===== src/rtl/sc_rx_pkg.sv =====
package sc_rx_pkg;

    localparam int CHAR_BITS = 8;
    localparam int CNT_W     = $clog2(CHAR_BITS + 1);

    // Level the pad is asked to drive during the error window
    localparam logic ERR_LEVEL = 1'b0;

    typedef enum logic [2:0] {
        ST_IDLE,
        ST_START,
        ST_DATA,
        ST_PARITY,
        ST_GUARD_WAIT,
        ST_GUARD_DRIVE
    } rx_state_e;

    typedef struct packed {
        logic [CHAR_BITS-1:0] data;
        logic                 valid;
        logic                 err;
    } rx_result_t;

    // True when data plus parity carry an even number of ones
    function automatic logic parity_ok(input logic [CHAR_BITS-1:0] d, input logic p);
        return ~(^{d, p});
    endfunction

endpackage


===== src/rtl/sc_bit_timer.sv =====
module sc_bit_timer #(
    parameter int DIV_W = 12
) (
    input  logic             clk,
    input  logic             rst,
    input  logic             start_i,
    input  logic             run_i,
    input  logic [DIV_W-1:0] div_i,
    output logic             mid_o
);
    localparam logic [DIV_W-1:0] ONE = DIV_W'(1);

    logic [DIV_W-1:0] div_q;
    logic [DIV_W-1:0] phase_q;
    logic [DIV_W-1:0] half;
    logic             wrap;

    assign half  = div_q >> 1;
    assign wrap  = (phase_q == div_q - ONE);
    assign mid_o = run_i && (phase_q == half - ONE);

    // The start-detect edge closes the first cycle of the start bit
    always_ff @(posedge clk) begin
        if (rst) begin
            div_q   <= '0;
            phase_q <= '0;
        end else if (start_i) begin
            div_q   <= div_i;
            phase_q <= ONE;
        end else if (run_i) begin
            phase_q <= wrap ? '0 : phase_q + ONE;
        end
    end
endmodule


===== src/rtl/sc_rx_shifter.sv =====
module sc_rx_shifter
    import sc_rx_pkg::*;
(
    input  logic                 clk,
    input  logic                 rst,
    input  logic                 clear_i,
    input  logic                 shift_i,
    input  logic                 bit_i,
    output logic [CHAR_BITS-1:0] data_o,
    output logic [CNT_W-1:0]     count_o
);
    logic [CHAR_BITS-1:0] sh_q;
    logic [CNT_W-1:0]     cnt_q;

    always_ff @(posedge clk) begin
        if (rst || clear_i) begin
            sh_q  <= '0;
            cnt_q <= '0;
        end else if (shift_i) begin
            // Least significant bit arrives first: enter at the top, move down
            sh_q  <= {bit_i, sh_q[CHAR_BITS-1:1]};
            cnt_q <= cnt_q + CNT_W'(1);
        end
    end

    assign data_o  = sh_q;
    assign count_o = cnt_q;
endmodule


===== src/rtl/sc_char_rx.sv =====
module sc_char_rx
    import sc_rx_pkg::*;
#(
    parameter int DIV_W = 12
) (
    input  logic                 clk,
    input  logic                 rst,
    input  logic                 line_i,
    input  logic [DIV_W-1:0]     bit_div_i,
    output logic                 drive_en_o,
    output logic                 drive_val_o,
    output logic [CHAR_BITS-1:0] rx_data_o,
    output logic                 rx_valid_o,
    output logic                 par_err_o
);
    rx_state_e            state_q, state_d;
    rx_result_t           res_q, res_d;
    logic                 line_q;
    logic                 drive_q, drive_d;
    logic                 start, run, mid;
    logic                 clear, shift;
    logic [CHAR_BITS-1:0] sh_data;
    logic [CNT_W-1:0]     sh_count;

    assign start = (state_q == ST_IDLE) && line_q && !line_i;
    assign run   = (state_q != ST_IDLE);

    sc_bit_timer #(.DIV_W(DIV_W)) u_timer (
        .clk    (clk),
        .rst    (rst),
        .start_i(start),
        .run_i  (run),
        .div_i  (bit_div_i),
        .mid_o  (mid)
    );

    sc_rx_shifter u_shift (
        .clk    (clk),
        .rst    (rst),
        .clear_i(clear),
        .shift_i(shift),
        .bit_i  (line_i),
        .data_o (sh_data),
        .count_o(sh_count)
    );

    always_comb begin
        state_d   = state_q;
        drive_d   = drive_q;
        clear     = 1'b0;
        shift     = 1'b0;
        res_d     = res_q;
        res_d.valid = 1'b0;
        res_d.err   = 1'b0;
        case (state_q)
            ST_IDLE: begin
                if (start) begin
                    state_d = ST_START;
                    clear   = 1'b1;
                end
            end
            ST_START: begin
                if (mid) state_d = line_i ? ST_IDLE : ST_DATA;
            end
            ST_DATA: begin
                if (mid) begin
                    shift = 1'b1;
                    if (sh_count == CNT_W'(CHAR_BITS - 1)) state_d = ST_PARITY;
                end
            end
            ST_PARITY: begin
                if (mid) begin
                    if (parity_ok(sh_data, line_i)) begin
                        res_d.data  = sh_data;
                        res_d.valid = 1'b1;
                        state_d     = ST_IDLE;
                    end else begin
                        res_d.err = 1'b1;
                        state_d   = ST_GUARD_WAIT;
                    end
                end
            end
            ST_GUARD_WAIT: begin
                if (mid) begin
                    drive_d = 1'b1;
                    state_d = ST_GUARD_DRIVE;
                end
            end
            ST_GUARD_DRIVE: begin
                if (mid) begin
                    drive_d = 1'b0;
                    state_d = ST_IDLE;
                end
            end
            default: state_d = ST_IDLE;
        endcase
    end

    always_ff @(posedge clk) begin
        if (rst) begin
            state_q <= ST_IDLE;
            res_q   <= '0;
            drive_q <= 1'b0;
            line_q  <= 1'b0;
        end else begin
            state_q <= state_d;
            res_q   <= res_d;
            drive_q <= drive_d;
            line_q  <= line_i;
        end
    end

    assign drive_en_o  = drive_q;
    assign drive_val_o = ERR_LEVEL;
    assign rx_data_o   = res_q.data;
    assign rx_valid_o  = res_q.valid;
    assign par_err_o   = res_q.err;
endmodule


===== config.mk =====
export PLATFORM = sky130hd
export DESIGN_NAME = sc_char_rx
export DESIGN_NICKNAME = d
export VERILOG_FILES = /design/src/rtl/sc_rx_pkg.sv /design/src/rtl/sc_bit_timer.sv /design/src/rtl/sc_rx_shifter.sv /design/src/rtl/sc_char_rx.sv
export SDC_FILE = /design/constraint.sdc
export NUM_CORES = 1
export LEC_CHECK = 0
export CORE_MARGIN = 2
export CORE_UTILIZATION = 50
export DETAILED_ROUTE_END_ITERATION = 8
export MAX_ROUTING_LAYER = met4
export PLACE_DENSITY = 0.75
export SETUP_SLACK_MARGIN = 0.3
export SYNTH_ARGS = -nofsm -noshare
export SYNTH_HDL_FRONTEND = slang
export SYNTH_SLANG_ARGS = --single-unit
export TNS_END_PERCENT = 20

===== constraint.sdc =====
create_clock -name clk -period 4.35 [get_ports clk]
set_input_delay 0.87 -clock clk [delete_from_list [all_inputs] [get_ports clk]]
set_output_delay 0.87 -clock clk [all_outputs]
set_load 0.05 [all_outputs]

# Word-level counts from Yosys, hierarchy flattened

Index checks and enable logic that the tools add are counted.

Flip-flop bits (word level): 51
Input port bits: 15
Output and inout port bits: 12
Logic and storage cells: 70

Add/subtract/negate cells: 4
Equality and inequality tests: 15
Mux-type cells: 22
Bitwise operators: 3
Reduce and logical (&&, ||, !) cells: 15

Operator list:

| kind                    | number |
|---|---|
| $eq A12 B12 Y1          | 2 |
| $mux W3                 | 8 |
| $pmux W3 S6             | 1 |
| $ne A2 B2 Y1 const B    | 7 |
| $add A12 B1 Y12 const B | 1 |
| $mux W12                | 1 |
| $sub A11 B1 Y12 const B | 1 |
| $sub A12 B1 Y12 const B | 1 |
| $mux W1                 | 10 |
| $reduce_xor A9 Y1       | 1 |
| $reduce_and A7 Y1       | 1 |
| $eq A3 B2 Y1 const B    | 2 |
| $eq A3 B3 Y1 const B    | 2 |
| $reduce_and A3 Y1       | 2 |
| $add A4 B1 Y4 const B   | 1 |
| $eq A4 B3 Y1 const B    | 1 |
| $reduce_bool A2 Y1      | 2 |
| $eq A3 B1 Y1 const B    | 1 |
| $logic_and A1 B1 Y1     | 3 |
| $logic_not A3 Y1        | 1 |
| $not A1 Y1              | 3 |
| $reduce_bool A3 Y1      | 1 |
| $reduce_or A3 Y1        | 1 |
| $mux W2                 | 1 |
| other kinds (4)         | 4 |

# Logic depth before layout (Yosys ltp)

Gate-level depths: netlist of the first run.

Depth after elaboration: 6
Gate-level depth with buffers: 10
Gate-level depth less buffers: 8

# Modules after synthesis

From an unflattened synthesis of the first run, not the netlist that was laid out.

Cell total of the unflattened synthesis: 337
Area, all modules: 3180.6 um2

Modules (own cells, without submodules):

| module        | instances | cells each | area each (um2) | sequential area each (um2) |
|---|---|---|---|---|
| sc_bit_timer  | 1         | 213        | 1863.0          | 480.5 |
| sc_char_rx    | 1         | 81         | 853.3           | 300.3 |
| sc_rx_shifter | 1         | 43         | 464.2           | 240.2 |

# Worst setup path before layout of the first run

OpenSTA, ideal clock, no wires.

Path type: register to register
Start: register u_timer.div_q[1]
End: register u_timer.phase_q[5]
Setup time: 0.151 ns
Data arrival time: 2.377 ns
Required time: 4.199 ns
Slack: 1.821 ns
Stages on the path, launching flop included: 10
Path buffers: 1
Period minus slack after synthesis: 2.529 ns
Path through: dfxtp_1 -> clkbuf_2 -> inv_1 -> ha_1 -> or4b_1 -> nor3_1 -> xnor2_1 -> nand3_1 -> o41ai_2 -> nor3b_1

Longest elaborated chain between the ends: 3

Ends and longest elaborated chain:

| item                     | RTL line           | RTL |
|---|---|---|
| start: declaration       | sc_bit_timer.sv:13 | `logic [DIV_W-1:0] div_q;` |
| start signal: assignment | sc_bit_timer.sv:28 | `div_q <= div_i;` |
| $sub A12 B1 Y12          | sc_bit_timer.sv:19 | `assign wrap = (phase_q == div_q - ONE);` |
| $eq A12 B12 Y1           | sc_bit_timer.sv:19 |  |
| $mux W12                 | sc_bit_timer.sv:31 | `phase_q <= wrap ? '0 : phase_q + ONE;` |
| end signal: assignment   | sc_bit_timer.sv:31 |  |
| end: declaration         | sc_bit_timer.sv:14 | `logic [DIV_W-1:0] phase_q;` |

Every way passes these cells.
A chain may end at the register's enable or synchronous reset.

# Worst setup path in the final report of the first run

Start: register u_timer.div_q[2]
End: register u_shift.sh_q[7] (netlist: u_shift.data_o[7])

Longest elaborated chain between the ends: 5

Ends and longest elaborated chain:

| item                   | RTL line            | RTL |
|---|---|---|
| $sub A11 B1 Y12        | sc_bit_timer.sv:20  | `assign mid_o = run_i && (phase_q == half - ONE);` |
| $eq A12 B12 Y1         | sc_bit_timer.sv:20  |  |
| $logic_and A1 B1 Y1    | sc_bit_timer.sv:20  |  |
| $mux W1                | sc_char_rx.sv:66    | `if (mid) begin` |
| $mux W1                | sc_char_rx.sv:55    | `case (state_q)` |
| end signal: assignment | sc_rx_shifter.sv:21 | `sh_q <= {bit_i, sh_q[CHAR_BITS-1:1]};` |
| end: declaration       | sc_rx_shifter.sv:12 | `logic [CHAR_BITS-1:0] sh_q;` |

Every way passes these cells.

==> results of run 1 <==
-- tightest hold or removal path, delay by kind of cell, from the launching register on --
family / cells / cell delay, ns
AOI/OAI and AO/OA: 2 / 0.12
DFF: 1 / 0.33
-- placed cells by master (no fill, tap or decap), drive strengths merged, types with 3 or more instances in the layout --
master | synthesis | final
dfxtp | 51 | 51
nand2 | 50 | 50
nor2 | 25 | 25
xnor2 | 25 | 25
clkdlybuf4s50 | 0 | 25
a21oi | 24 | 24
nand4 | 18 | 18
xor2 | 15 | 15
nor3 | 11 | 11
o31ai | 11 | 11
nand2b | 10 | 10
mux2i | 10 | 10
inv | 9 | 9
nand3 | 8 | 8
a31oi | 6 | 6
o21ai | 5 | 5
o22ai | 5 | 5
clkbuf | 20 | 5
or3 | 5 | 5
and3 | 5 | 5
nor4b | 5 | 5
nor2b | 4 | 4
ha | 4 | 4
nor4 | 4 | 4
o211a | 3 | 3
nor3b | 3 | 3
buf | 12 | 3
and4 | 3 | 3
or4 | 3 | 3
-- worst paths after layout --
| path | endpoint | startpoint | slack (ns) | cells after the start |
|---|---|---|---|---|
| worst max-delay path | u_shift.data_o[7] | u_timer.div_q[2] | 1.05 | 8 |
| worst min-delay path | rx_data_o[3] | rx_data_o[3] | 0.48 | 2 |
| worst max register to register | u_shift.data_o[7] | u_timer.div_q[2] | 1.05 | 8 |
| worst min register to register | rx_data_o[3] | rx_data_o[3] | 0.48 | 2 |
-- report_power, final --
group          total (mW)  internal (mW)  switching [mW]
Combinational       0.133         0.0576          0.0750
Clock               0.339          0.172           0.168
Sequential          0.486          0.472          0.0140
Total               0.958          0.701           0.257
-- logic make-up after synthesis --
family          share of synthesized area (%)
xor+xnor                                 11.8
flops                                    32.2
compound gates                           15.4
buf+inv                                  7.69
fa+ha+maj                                1.58
mux                                      3.51
other cells                             0.118
simple gates                             27.8
-- layout make-up --
| class | instances | area [µm²] |
|---|---|---|
| fillers | 585 | 2800 |
| multi-input cells | 285 | 1910 |
| flip-flops and latches | 51 | 1020 |
| repair buffers | 28 | 273 |
| well taps | 77 | 96.3 |
| clock buffers | 5 | 68.8 |
| clock inverters | 3 | 43.8 |
| inverters | 9 | 33.8 |
-- registers in the layout (all words and copies together), names as in the netlist --
name and cells:
rx_data_o 8, state_q 3, u_shift.count_o 4, par_err_o 1
rx_valid_o 1, u_timer.phase_q 12, line_q 1, u_timer.div_q 12
drive_en_o 1, u_shift.data_o 8
-- layer usage --
layer / vias to the layer above / GRT usage (%)
met1: 1293 / 28.9
met3: 9 / 2.67
met5: - / -
met4: 0 / 6.16
li1: 1346 / -
met2: 84 / 33.4
-- per-stage QoR --
stage | hold slack [ns] | instance area (µm²) | instances | setup WS (ns) | util [%]
floorplan | 0.451 | 3170 | 377 | 1.82 | -
global placement | 0.460 | 3330 | 450 | 1.20 | 53.4
detailed placement | 0.469 | 3330 | 450 | 1.12 | 53.4
CTS | 0.486 | 3440 | 458 | 1.10 | 55.2
global route | 0.507 | 3440 | 458 | 0.864 | 55.2
finish | 0.483 | 3440 | 458 | 1.05 | 55.2
==> key figures, run 1 <==
Floorplanning
  • I/O Pins: 27
  • Placeable Area: 6240 µm²
  • Die width: 83.7 µm
  • Die Footprint: 7000 µm²
  • Row count: 29
  • Die Ht: 83.7 µm
  • Initial core utilization: 50.8%

Detailed routing
  • First drt pass iteration count: 4
  • DR top layer: met4
  • Routed Wire Length: 7250 µm
  • Routed vias: 2732
  • M1 wire length: 3360 µm
  • DRT iter0 DRCs: 194
  • Antenna viol nets, final: 0
  • Post-DR vias/cell: 5.97
  • WL/cell: 15.8 µm
  • Routed wl met3: 414 µm
  • Routed wl met2: 3370 µm
  • Post-route DRC: 0

Critical path
  • Cells along the critical path: inv_1 > ha_1 > or4b_1 > o41ai_2 > nand4_1 > nor3_2 > nand4_1 > mux2i_1
  • CP startpoint kind: flop
  • WP data arrival: 3.52 ns
  • CP max stage cell: nand4_1
  • CP Max Fanout: 10
  • CP bufs+invs: 1
  • Most used cell, CP: nand4_1
  • Required time of the critical path: 4.57 ns
  • Critical path type: reg2reg
  • Peak per-stage delay on the critical path: 0.65 ns
  • Critical Path Sink Type: flop
  • Critical path's top delay family: simple AND/OR/NAND/NOR gates

Synthesis
  • Top-area cell type share of the netlist area: 32.2%
  • Yosys reg bits: 51
  • Post-synth EDFFs: 0
  • Syn. warnings: 0
  • Synth Instances: 377
  • Synthesized area: 3170 µm²
  • Async SR Flop Fraction: 0%
  • Post-Syn Nets: 396
  • Most common cell in the netlist: dfxtp_1
  • Yosys top cell by area: dfxtp_1
  • Register area share after synthesis: 32.2%
  • Syn_area_per_cell: 8.42 µm²
  • Synth unique cells: 63
  • Synth area leaders: dfxtp_1 32%, xnor2_1 6.9%, nand2_1 5.9%
  • Post-synth top cells: 51 x dfxtp_1, 50 x nand2_1, 25 x nor2_1, 25 x xnor2_1, 24 x a21oi_1
  • Synth Flop Type: dfxtp_1

Clock network
  • TritonCTS Buffers: 5
  • CTS root buf: clkbuf_8
  • Reg clk slew, reported paths: 0.10 ns
  • Post_cts resized: 0
  • CTS tree: built
  • Clock Path Buffers: 2
  • Hold_buf cts: 0
  • Clock tree sinks: 51
  • Htree depth: 2
  • Clock Latency Late Sink: 0.32 ns
  • Post-CTS Setup Bufs: 0

STA
  • Worst slew pin tran: 0.898 ns
  • Clock period minus worst slack: 3.30 ns
  • Setup TNS: 0 ns
  • Period Utilization, post-route: 75.9%
  • Setup violations, final: 0
  • Slew margin rel.: 39.5%
  • RSZ-0062 raised after global routing: false
  • Slew Limit Fails: 0
  • Clock skew: 0.0142 ns
  • Fmax: 303 MHz
  • Fin. Hold Viols: 0

GRT
  • GRT overflow: 0
  • First-pass GRT wire length: 12000 µm
  • Vias in the first global route: 2493
  • GRT Util Overall: 21.3%
  • Pin count of the biggest net entering global routing: 24
  • Antenna violations before repair: 0

Power and ir drop
  • Pwr per Cell Area: 278 nW/µm²
  • Max VDD drop: 0.219 mV
  • Total power: 958 µW
  • Leak: 1.27 nW

Placed design
  • HPWL Detailed: 5280 µm
  • GPL Wtd Cong: 0.893
  • I/O Buffers: 25

Job
  • Maximum capacitance violations: 0

Layout
  • Antenna diodes: 0
  • Share of cells above drive strength 1: 7.35%
  • Nets: 399
  • Syn-to-layout area delta: 8.56%

Hold path
  • Min-Delay Path Class: reg2reg

Status
  • Status: complete, no violations
(Power assumes the default switching activity.)
==> run 2: changes to the inputs <==
- clock period: 4.35 -> 3.2 ns (I/O delays scaled with it)
==> run 2 against run 1 <==
  * Final cell count increased by 1.3%
  * Non-clock buffer count rose by 6
  * Register-to-register slack worse by 0.57 ns
  * Total power rose by 30%
  * Largest power group unchanged
  * Worst hold slack got worse by 0.0013 ns
  * Critical path type unchanged
  * Critical path depth down 2
  * Clock-buffer cell count unchanged
  * Sequential share of layout area shrank 0.33 points
==> key figures, run 2 (same netlist as run 1, synthesis figures left out) <==
Critical path
  • R2r setup slk: 0.48 ns (was 1.05 ns)
  • Setup crit start: u_timer.div_q[3] (was u_timer.div_q[2])
  • Required time of the critical path: 3.40 ns (was 4.57 ns)
  • Reg2Reg Depth: 6 (was 8)
  • CP Max Fanout: 14 (was 10)
  • Crit Reg-Reg Endpoint: rx_data_o[6] (was u_shift.data_o[7])
  • Reg2reg start: u_timer.div_q[3] (was u_timer.div_q[2])
  • Peak per-stage delay on the critical path: 0.70 ns (was 0.65 ns)
  • Critical Path Sink Type: flop (unchanged)
  • CP max stage cell: or4_1 (was nand4_1)
  • WP data arrival: 2.92 ns (was 3.52 ns)
  • CP startpoint kind: flop (unchanged)
  • Cells along the critical path: or3_1 > o22ai_1 > nand3_1 > or4_1 > o31ai_1 > a21oi_1 (was inv_1 > ha_1 > or4b_1 > o41ai_2 > nand4_1 > nor3_2 > nand4_1 > mux2i_1)
  • Critical path type: reg2reg (unchanged)

GRT
  • Vias in the first global route: 2487 (was 2493)
  • GRT overflow: 0 (unchanged)
  • GRT Util Overall: 21.4% (was 21.3%)
  • Gr busiest metal: met2 (unchanged)
  • Met2 Use GR: 33.4% (unchanged)
  • First-pass GRT wire length: 12000 µm (about the same)
  • Antenna violations before repair: 0 (unchanged)
  • Pin count of the biggest net entering global routing: 25 (was 24)
  • GR Util met3: 3.46% (was 2.67%)
  • M1 GR Usage: 29.0% (was 28.9%)

Layout
  • Top flop regs: u_timer.div_q (12), u_timer.phase_q (12) (unchanged)
  • Share of cells above drive strength 1: 8.79% (was 7.35%)
  • Fillers: 572 (was 585)
  • Commonest cells after routing, fill and taps aside: 51 x dfxtp_1, 50 x nand2_1, 25 x nor2_1, 25 x xnor2_1, 25 x clkdlybuf4s50_1 (unchanged)
  • Reg area: 1020 µm² (unchanged)
  • Nets: 405 (was 399)
  • Antenna diodes: 0 (unchanged)
  • Commonest non-fill, non-tap cell in the layout: dfxtp_1 (unchanged)
  • Final instance area: 3480 µm² (was 3440 µm²)
  • Non-filler cells, final: 464 (was 458)
  • Syn-to-layout area delta: 9.78% (was 8.56%)
  • Multi-input gate area: 1920 µm² (was 1910 µm²)

STA
  • Slew margin rel.: 54.5% (was 39.5%)
  • Clock period minus worst slack: 2.72 ns (was 3.30 ns)
  • Min Hold Slack: 0.481 ns (was 0.483 ns)
  • RSZ-0062 raised after global routing: true (was false)
  • Setup violations, final: 0 (unchanged)
  • Fmax: 367 MHz (was 303 MHz)
  • Slew Limit Fails: 0 (unchanged)
  • Period Utilization, post-route: 85.1% (was 75.9%)
  • Fin. Hold Viols: 0 (unchanged)
  • Worst slew pin tran: 0.677 ns (was 0.898 ns)
  • Setup TNS: 0 ns (unchanged)
  • Clock skew: 0.0117 ns (was 0.0142 ns)

Placed design
  • # placed instances: 456 (was 450)
  • DP Area: 3380 µm² (was 3330 µm²)
  • I/O Buffers: 25 (unchanged)
  • HPWL Detailed: 5140 µm (was 5280 µm)
  • GPL Wtd Cong: 0.882 (was 0.893)

Hold path
  • Hold path start: rx_data_o[3] (unchanged)
  • Hold Path Stages: 2 (unchanged)
  • Min-Delay Path Class: reg2reg (unchanged)
  • Hold Path End: rx_data_o[3] (unchanged)

Clock network
  • Clock Latency Late Sink: 0.32 ns (about the same)
  • Reg clk slew, reported paths: 0.11 ns (was 0.10 ns)
  • Clock Path Buffers: 2 (unchanged)
  • TritonCTS Buffers: 5 (unchanged)
  • Clock tree sinks: 51 (unchanged)
  • Htree depth: 2 (unchanged)
  • Hold_buf cts: 0 (unchanged)
  • CTS tree: built (unchanged)
  • Post_cts resized: 0 (unchanged)
  • Post-CTS Setup Bufs: 0 (unchanged)
  • CTS root buf: clkbuf_8 (unchanged)

Floorplanning
  • I/O Pins: 27 (unchanged)
  • Initial core utilization: 50.8% (unchanged)
  • Die Footprint: 7000 µm² (unchanged)
  • Die width: 83.7 µm (unchanged)
  • Row count: 29 (unchanged)
  • Placeable Area: 6240 µm² (unchanged)
  • Die Ht: 83.7 µm (unchanged)

Power and ir drop
  • Max VDD drop: 0.290 mV (was 0.219 mV)
  • Psw: 360 µW (was 257 µW)
  • Seq pwr share: 53.0% (was 50.8%)
  • Sw Ratio: 28.9% (was 26.8%)
  • Leak: 1.29 nW (was 1.27 nW)
  • Pwr per Cell Area: 358 nW/µm² (was 278 nW/µm²)
  • Clk pwr share: 32.2% (was 35.4%)
  • Int Pwr: 885 µW (was 701 µW)
  • Comb pwr share: 14.8% (was 13.8%)

Detailed routing
  • First drt pass iteration count: 4 (unchanged)
  • WL/cell: 15.1 µm (was 15.8 µm)
  • Routed vias: 2697 (was 2732)
  • Routed Wire Length: 7020 µm (was 7250 µm)
  • Antenna viol nets, final: 0 (unchanged)
  • Post-DR vias/cell: 5.81 (was 5.97)
  • Post-route DRC: 0 (unchanged)
  • DRT iter0 DRCs: 221 (was 194)

Job
  • Maximum capacitance violations: 0 (unchanged)

Status
  • Status: complete, no violations (unchanged)
==> run 2: cell count changes in the layout (fill, tap and decap cells not counted), sizes merged <==
cell    previous run  this run
clkinv             2         1
buf                3         9
bufinv             1         0
inv                9        11
==> run 2: stage by stage <==
stage	power [mW]	setup slack [ns]	utilization, %
after floorplan	0.813	0.671	-
after global placement	0.851	0.310	54.1
after detailed placement	0.855	0.214	54.1
after CTS	1.26	0.468	55.6
after global routing	1.30	0.284	55.8
final	1.25	0.478	55.8
==> run 2: power by group through the flow <==
stage / Combinational (mW) / Clock (mW) / Sequential [mW]
after floorplan: 0.151 / 0 / 0.662
after global placement: 0.177 / 0 / 0.674
after detailed placement: 0.182 / 0 / 0.674
after CTS: 0.183 / 0.414 / 0.659
after global routing: 0.204 / 0.439 / 0.662
final: 0.184 / 0.402 / 0.660
==> run 2: how the worst max path moves through the flow <==
stage,end,slack (ns)
floorplan,u_timer.phase_q[5],0.67
global placement,rx_data_o[5],0.31
detailed placement,rx_data_o[6],0.21
CTS,rx_data_o[6],0.47
global route,rx_data_o[6],0.28
finish,rx_data_o[6],0.48
==> run 2: area by class of cell <==
type                    instances  area share, %
clock buffers                   5           1.98
clock inverters                 3          0.754
inverters                       9          0.970
multi-input cells             285           55.1
flip-flops and latches         51           29.3
well taps                      77           2.77
repair buffers                 34           9.12
==> run 2: worst max-delay path, delay by kind of cell, from the launching register on <==
family	cells	cell delay (ns)
compound gates	3	0.69
flops	1	0.49
simple gates	3	1.42
==> run 2: per-layer routing <==
metal | vias up | wire length (µm)
met5 | - | 0
met4 | 0 | 98
met3 | 8 | 253
met2 | 58 | 3180
met1 | 1278 | 3490
li1 | 1353 | -
